<file path="src/rtl/vref_sweep_ctrl.sv">
module vref_sweep_ctrl #(
  parameter int CODE_W     = 8,
  parameter int NOMINAL    = 127,
  parameter int RESET_CODE = 127,
  parameter int PAT_W      = 4,
  parameter int SETTLE_W   = 16
) (
  input  logic              clk,
  input  logic              rst_n,
  input  logic              start,
  input  logic [1:0]        mode,
  input  logic              dir_up,
  input  logic              stop,
  input  logic [SETTLE_W-1:0] settle_cycles,
  output logic [CODE_W-1:0] wiper_code,
  output logic              busy,
  output logic              pe_start,
  output logic              pe_single,
  output logic [PAT_W-1:0]  pe_pat,
  input  logic              pe_done,
  input  logic              pe_err,
  input  logic [PAT_W-1:0]  pe_err_pat,
  output logic [CODE_W-1:0] res_code,
  output logic [CODE_W:0]   res_offset,
  output logic [PAT_W-1:0]  res_pat,
  output logic              res_fail
);
  localparam logic [CODE_W-1:0] NOM   = CODE_W'(NOMINAL);
  localparam logic [CODE_W-1:0] PWRON = CODE_W'(RESET_CODE);
  localparam logic [CODE_W-1:0] TOP   = {CODE_W{1'b1}};
  localparam logic [1:0] M_LOOP  = 2'd1;
  localparam logic [1:0] M_SCOPE = 2'd2;

  typedef enum logic [1:0] {S_IDLE, S_SETTLE, S_RUN} state_t;

  state_t              state;
  logic [1:0]          mode_q;
  logic                up_q;
  logic [SETTLE_W-1:0] cnt;

  wire sweeping = (mode_q != M_LOOP) && (mode_q != M_SCOPE);
  wire at_end   = up_q ? (wiper_code == TOP) : (wiper_code == '0);
  wire [CODE_W:0] off_now = {1'b0, wiper_code} - {1'b0, NOM};

  assign busy      = (state != S_IDLE);
  assign pe_start  = (state == S_SETTLE) && (cnt == settle_cycles);
  assign pe_single = (mode_q == M_SCOPE);
  assign pe_pat    = res_pat;

  always_ff @(posedge clk) begin
    if (!rst_n) begin
      state      <= S_IDLE;
      wiper_code <= PWRON;
      mode_q     <= '0;
      up_q       <= 1'b0;
      cnt        <= '0;
      res_code   <= NOM;
      res_offset <= '0;
      res_pat    <= '0;
      res_fail   <= 1'b0;
    end else begin
      case (state)
        S_IDLE: if (start) begin
          mode_q     <= mode;
          up_q       <= dir_up;
          cnt        <= '0;
          wiper_code <= (mode == M_SCOPE) ? res_code : NOM;
          state      <= S_SETTLE;
        end
        S_SETTLE: begin
          if (cnt == settle_cycles) state <= S_RUN;
          else cnt <= cnt + 1'b1;
        end
        S_RUN: if (pe_done) begin
          cnt <= '0;
          if (sweeping) begin
            if (pe_err || at_end) begin
              res_code   <= wiper_code;
              res_offset <= off_now;
              res_pat    <= pe_err ? pe_err_pat : '0;
              res_fail   <= pe_err;
              state      <= S_IDLE;
            end else begin
              wiper_code <= up_q ? wiper_code + 1'b1 : wiper_code - 1'b1;
              state      <= S_SETTLE;
            end
          end else begin
            state <= stop ? S_IDLE : S_SETTLE;
          end
        end
        default: state <= S_IDLE;
      endcase
    end
  end
endmodule


</file>
<file path="config.mk">
export PLATFORM = sky130hd
export DESIGN_NAME = vref_sweep_ctrl
export DESIGN_NICKNAME = d
export VERILOG_FILES = /design/src/rtl/vref_sweep_ctrl.sv
export SDC_FILE = /design/constraint.sdc
export NUM_CORES = 1
export LEC_CHECK = 0
export BUFFER_PORTS_ARGS = -buffer_cell sky130_fd_sc_hd__buf_2
export CAP_MARGIN = 20
export CORE_AREA = 8 8 93 158
export DETAILED_ROUTE_END_ITERATION = 7
export DIE_AREA = 0 0 101 166
export GPL_ROUTABILITY_DRIVEN = 0
export PLACE_DENSITY = 0.44
export SYNTH_ARGS = -nofsm -noshare
export SYNTH_HDL_FRONTEND = slang
export SYNTH_SLANG_ARGS = --single-unit
</file>
<file path="constraint.sdc">
create_clock -name clk -period 1.98 [get_ports clk]
set_clock_uncertainty 0.05 [all_clocks]
set_input_delay 0.396 -clock clk [delete_from_list [all_inputs] [get_ports clk]]
set_output_delay 0.396 -clock clk [all_outputs]
set_load 0.005 [all_outputs]
</file>
# ---- Yosys cells after proc, flatten, opt, wreduce, memory -nomap -nowiden
# Cells that the tools add are included.
dict set report word_totals {
  register_bits 51
  wordCells 60
}
dict set report classes {
  add_sub_neg 4
  n_eq_ne 14
  n_mux 20
  reduce_logical 13
}
# op count
set ops {}
lappend ops {{$mux 16} 3}
lappend ops {{$mux 8} 6}
lappend ops {{$pmux 16 s3} 1}
lappend ops {{$add 16x1->16 const B} 1}
lappend ops {{$eq 16x16->1} 1}
lappend ops {{$pmux 8 s2} 1}
lappend ops {{$ne 2x2->1 const B} 6}
lappend ops {{$sub 8x7->9 const B} 1}
lappend ops {{$add 8x1->8 const B} 1}
lappend ops {{$eq 8x8->1 const B} 1}
lappend ops {{$logic_not 8->1} 1}
lappend ops {{$mux 2} 4}
lappend ops {{$reduce_and 4->1} 2}
lappend ops {{$sub 8x1->8 const B} 1}
lappend ops {{$eq 2x2->1 const B} 3}
lappend ops {{$pmux 2 s3} 1}
lappend ops {{$reduce_and 5->1} 1}
lappend ops {{$mux 4} 1}
lappend ops {{$ne 2x1->1 const B} 2}
lappend ops {{$reduce_bool 2->1} 2}
lappend ops {{$mux 1} 3}
lappend ops {{$reduce_and 3->1} 1}
lappend ops {{$reduce_bool 3->1} 1}
lappend ops {{$eq 2x1->1 const B} 1}
lappend ops {{4 further kinds} 5}

# ---- Logic depth before layout (Yosys ltp)
dict set report logic_depth {
  word_depth 7
  mapped_depth 9
}

# ---- Least setup slack after synthesis
# OpenSTA, ideal clock, no wires.
dict set report synth_timing {
  path_kind {reg2reg}
  startpoint {register wiper_code[0]}
  endpoint {register res_code[1]}
  setup_time_ns 0.140
  arrival_time_ns 1.718
  t_required_ns 1.790
  path_slack_ns 0.072
  stages_incl_launch_ff 9
  path_buffers 2
  period_less_slack_ns 1.908
  path_cell_list {dfxtp_1 > ha_1 > nand4_1 > or2_1 > a21o_1 > buf_2 > buf_2 > nand2_1 > o211ai_1}
}
dict set report synth_via {
  elab_chain_cells 4
  word_cells_on_any_way 5
}
# item line_no
set synth_lines {}
lappend synth_lines {{from (decl)} 15} ;# output logic [CODE_W-1:0] wiper_code,
lappend synth_lines {{from (signal assigned)} 67} ;# wiper_code <= (mode == M_SCOPE) ? res_code : NOM;
lappend synth_lines {{from (signal assigned)} 84} ;# wiper_code <= up_q ? wiper_code + 1'b1 : wiper_code - 1'b1;
lappend synth_lines {{$eq 8x8->1 or $logic_not 8->1 (tied branches)} 42} ;# wire at_end = up_q ? (wiper_code == TOP) : (wiper_code == '0);
lappend synth_lines {{$mux 1 (*)} 42}
lappend synth_lines {{$logic_or 1x1->1 (*)} 77} ;# if (pe_err || at_end) begin
lappend synth_lines {{$reduce_and 4->1 (no line) (*)} --}
lappend synth_lines {{to (signal assigned)} 78} ;# res_code <= wiper_code;
lappend synth_lines {{to (decl)} 23} ;# output logic [CODE_W-1:0] res_code,
# Every way passes the cells marked *; elsewhere a longest branch is shown, timed or not.
# A chain may end at the register's enable or synchronous reset.

# ---- Final worst setup path
dict set report layout_timing {
  startpoint {register cnt[13]}
  endpoint {output port pe_start}
}
dict set report layout_via {
  elab_chain_cells 2
}
# item line_no
set layout_lines {}
lappend layout_lines {{from (decl)} 39} ;# logic [SETTLE_W-1:0] cnt;
lappend layout_lines {{from (signal assigned)} 72} ;# else cnt <= cnt + 1'b1;
lappend layout_lines {{$eq 16x16->1} 46} ;# assign pe_start = (state == S_SETTLE) && (cnt == settle_cycles);
lappend layout_lines {{$logic_and 1x1->1} 46}
lappend layout_lines {{to (decl)} 17} ;# output logic pe_start,
# Every way passes these cells.

==> flow_summary_export.csv <==
group,metric,value,unit
run_status,status,"finished with violations",
run_status,violations,"negative setup slack",
floorplan,start_util,23.2,%
clock_network,cts.path.max_buffers,2,
cells_and_area,nNetsFinal,487,
worst_setup_path,cp.depth,5,
worst_setup_path,path_class,"reg2out",
placed_design,dpl_cell_area,0.00356,sq mm
worst_setup_path,crit_required,1.53,ns
pwr,p_sw,0.626,mW
worst_setup_path,reg2regPathDepth,8,
logic_synthesis,synth.most_common_cell,"nand2_1",
global_route,grt_max_degree,30,
timing,fmax,503,MHz
clock_network,htreeDepth,2,
pwr,clkPwrFrac,37.4,%
timing,worst_slack,-0.00853,ns
logic_synthesis,ys_async_sr_fraction,0,%
logic_synthesis,yosys_register_bits,51,
timing,finalSetupViolations,1,
job,cap_violations,0,
clock_network,clk_latency,0.29,ns
cells_and_area,syn_to_final_growth,32.3,%
global_route,antenna_found_initial,0,
worst_setup_path,worstSetupStartpoint,"cnt[13]$_SDFFE_PN0P_",
worst_setup_path,r2r-start,"mode_q[0]$_SDFFE_PN0P_",
clock_network,clockRootBuffer,"clkbuf_16",
floorplan,coreArea,0.0127,sq mm
cells_and_area,fin_area,0.00388,sq mm
route,vias,2889,
global_route,grt_pass1_wl,15500,um
pwr,powerDensity,603,mW/mm^2
placed_design,hpwl,7660,um
placed_design,post-place-ws,-0.0143,ns
pwr,ir_worst_vdd,0.000316,V
route,vias_per_cell,4.67,
clock_network,clock-sinks,51,
floorplan,die-area,0.0168,sq mm
pwr,p_comb_share,17.5,%
floorplan,pin_count,66,
floorplan,die_y,166,um
placed_design,io_buffers,65,
timing,worstMarginPinSlew,0.437,ns
worst_setup_path,critPathBufInv,1,
timing,min_period_over_period,100,%
pwr,static-leakage-power,1.58,nW
timing,relSlewSlack,70.8,%
logic_synthesis,synthTopCellsByCount,"nand2_1 (57), dfxtp_1 (51), nand3_1 (25)",
route,drt_iter0_markers,109,
worst_setup_path,rrSetupSlack,0.10,ns
floorplan,die_width,101,um
worst_setup_path,reg2reg_to,"wiper_code[0]$_SDFFE_PN1P_",
timing,timing.hold.ws,0.286,ns
route,wl_per_cell,15.5,um
route,drc,0,
logic_synthesis,syn_area,0.00293,sq mm
worst_setup_path,cp-end-kind,"output port",
worst_setup_path,cp_data_arrival_time,1.54,ns
timing,grt_setup_unrepaired,"true",
route,wl,9600,um
worst_setup_path,startpoint_type,"flop",
logic_synthesis,ys.flop_type,"dfxtp_1",
logic_synthesis,avgSynthCellArea,8.11,sq um
worst_setup_path,worstPathMaxFanout,5,
timing,hold_viol,0,
worst_setup_path,critPathMaxStageDelay,0.37,ns
timing,min_period,1.99,ns
clock_network,cts_made_buffers,5,
logic_synthesis,synth_seq_area_share,34.8,%
pwr,power_frac_seq,45.1,%
cells_and_area,fin_util,30.7,%
worst_setup_path,cp_top_family,"simple AND/OR/NAND/NOR gates",
logic_synthesis,yosysWarnings,0,
pwr,sw_frac_of_total,26.8,%
worst_hold_path,hold_path.class,"in2reg",
global_route,overflow,0,
global_route,grt_pass1_vias,2950,
clock_network,ctsHoldBuffers,0,
logic_synthesis,syn_inst,362,
logic_synthesis,synth_nets,402,
global_route,grt_use_total,11.7,%
logic_synthesis,synth_edf_count,0,
logic_synthesis,ys_types,53,
pwr,total_power,2.34,mW
logic_synthesis,synth_top_area_share,34.8,%
worst_setup_path,crit_end,"pe_start",
timing,drv_slew,0,
route,dr.pass1.iters,4,
worst_setup_path,crit_path_top_delay_cell,"dfxtp_4",
logic_synthesis,synth.largest_area_cell,"dfxtp_1",
floorplan,num_rows,55,
clock_network,cts.reportedPaths.clkPinSlew,0.07,ns
pwr,intPower,1.71,mW
logic_synthesis,ys_top_cells_by_area,"dfxtp_1 (35%), nand2_1 (7.3%), xnor2_1 (6.6%), ha_1 (4.3%), nand3_1 (4.3%)",
worst_setup_path,crit_chain,"xnor2_2 > nand4_1 > nor4_2 > and2_1 > buf_2",
cells_and_area,diodes,0,
route,ant_nets,0,
clock_network,cts_tree,"yes",
cells_and_area,drive_gt1_share,33.8,%
## layout by cell type, fill, tap and decap left out, drive strengths merged, types with 7 or more instances in the layout
master | netlist | layout
xnor2 | 22 | 22
ha | 10 | 10
nand4 | 11 | 11
nand3 | 25 | 25
nand2 | 57 | 57
o211ai | 7 | 7
o21ai | 15 | 15
dfxtp | 51 | 51
inv | 9 | 9
a21oi | 25 | 25
buf | 19 | 102
or4 | 9 | 9
nor2 | 24 | 24
## state kept, by name, summed over array words and instances (netlist names)
register / count
res_code: 8
state: 2
cnt: 16
wiper_code: 8
res_fail: 1
up_q: 1
mode_q: 2
pe_pat: 4
res_offset: 9
## layout make-up
cell class / instances / area [sq um]
Multi-Input combinational cell: 277 / 1810
Fill cell: 1429 / 8780
Clock inverter: 1 / 5.00
Timing Repair Buffer: 102 / 611
Tap cell: 171 / 214
Clock buffer: 6 / 139
Sequential cell: 51 / 1060
Inverter: 10 / 37.5
## power by group through the flow
| stage | clock, mW | sequential, mW | combinational [mW] |
|---|---|---|---|
| 2_1_floorplan | 0 | 1.08 | 0.236 |
| 3_3_place_gp | 0 | 1.09 | 0.392 |
| 3_5_place_dp | 0 | 1.09 | 0.395 |
| 4_1_cts | 0.914 | 1.06 | 0.403 |
| 5_1_grt | 0.962 | 1.06 | 0.458 |
| 6_report | 0.874 | 1.06 | 0.410 |
## metal layers
layer | part of all wire, % | vias to the layer above | routed length (um) | track usage (%)
li1 | - | 1467 | - | -
met5 | 0 | - | 0 | 0
met4 | 1.8 | 0 | 172 | 3.52
met2 | 54 | 65 | 5210 | 21.9
met3 | 5.0 | 12 | 481 | 2.56
met1 | 39 | 1345 | 3730 | 12.4
## per-stage QoR
step,setup TNS [ns],cells
final,-0.00853,618
after global routing,-0.123,618
after CTS,-0.00492,617
after detailed placement,-0.0143,605
after global placement,0,605
after floorplan,0,362
## how the worst min path moves through the flow
stage,start,slack (ns),endpoint,cells after the start
final,dir_up,0.29,up_q$_SDFFE_PN0P_,3
after detailed placement,res_offset[1]$_SDFFE_PN0P_,0.40,res_offset[1]$_SDFFE_PN0P_,2
after global routing,dir_up,0.29,up_q$_SDFFE_PN0P_,3
after CTS,dir_up,0.28,up_q$_SDFFE_PN0P_,3
after global placement,pe_pat[3]$_SDFFE_PN0P_,0.40,pe_pat[3]$_SDFFE_PN0P_,2
after floorplan,mode_q[1]$_SDFFE_PN0P_,0.39,mode_q[1]$_SDFFE_PN0P_,2
## repair_timing
item / CTS / global route
endpoints found under the hold margin: 0 / 0
gates resized for setup: 21 / 24
pin swaps: 9 / 9
buffers inserted: 5 / 1
endpoints found under the setup margin: 1 / 22
## worst register-to-register path: stages, from the launching register on
cell,delay [ns]
dfxtp_1,0.31
inv_1,0.05
ha_1,0.30
and4b_1,0.21
o21ai_1,0.08
buf_4,0.15
o21ai_2,0.33
and3_1,0.22
o21ai_0,0.08
## cells by family (layout without fill, tap and decap cells)
group           Yosys count  in the layout  synth area share (%)
mux                       3              3                  1.02
simple gates            158            158                  27.5
fa+ha+maj                11             11                  4.95
xor+xnor                 27             27                  8.06
buf+inv                  34            119                  6.31
flops                    51             51                  34.8
compound gates           78             78                  17.4
Power figures use the tool's default switching activity.
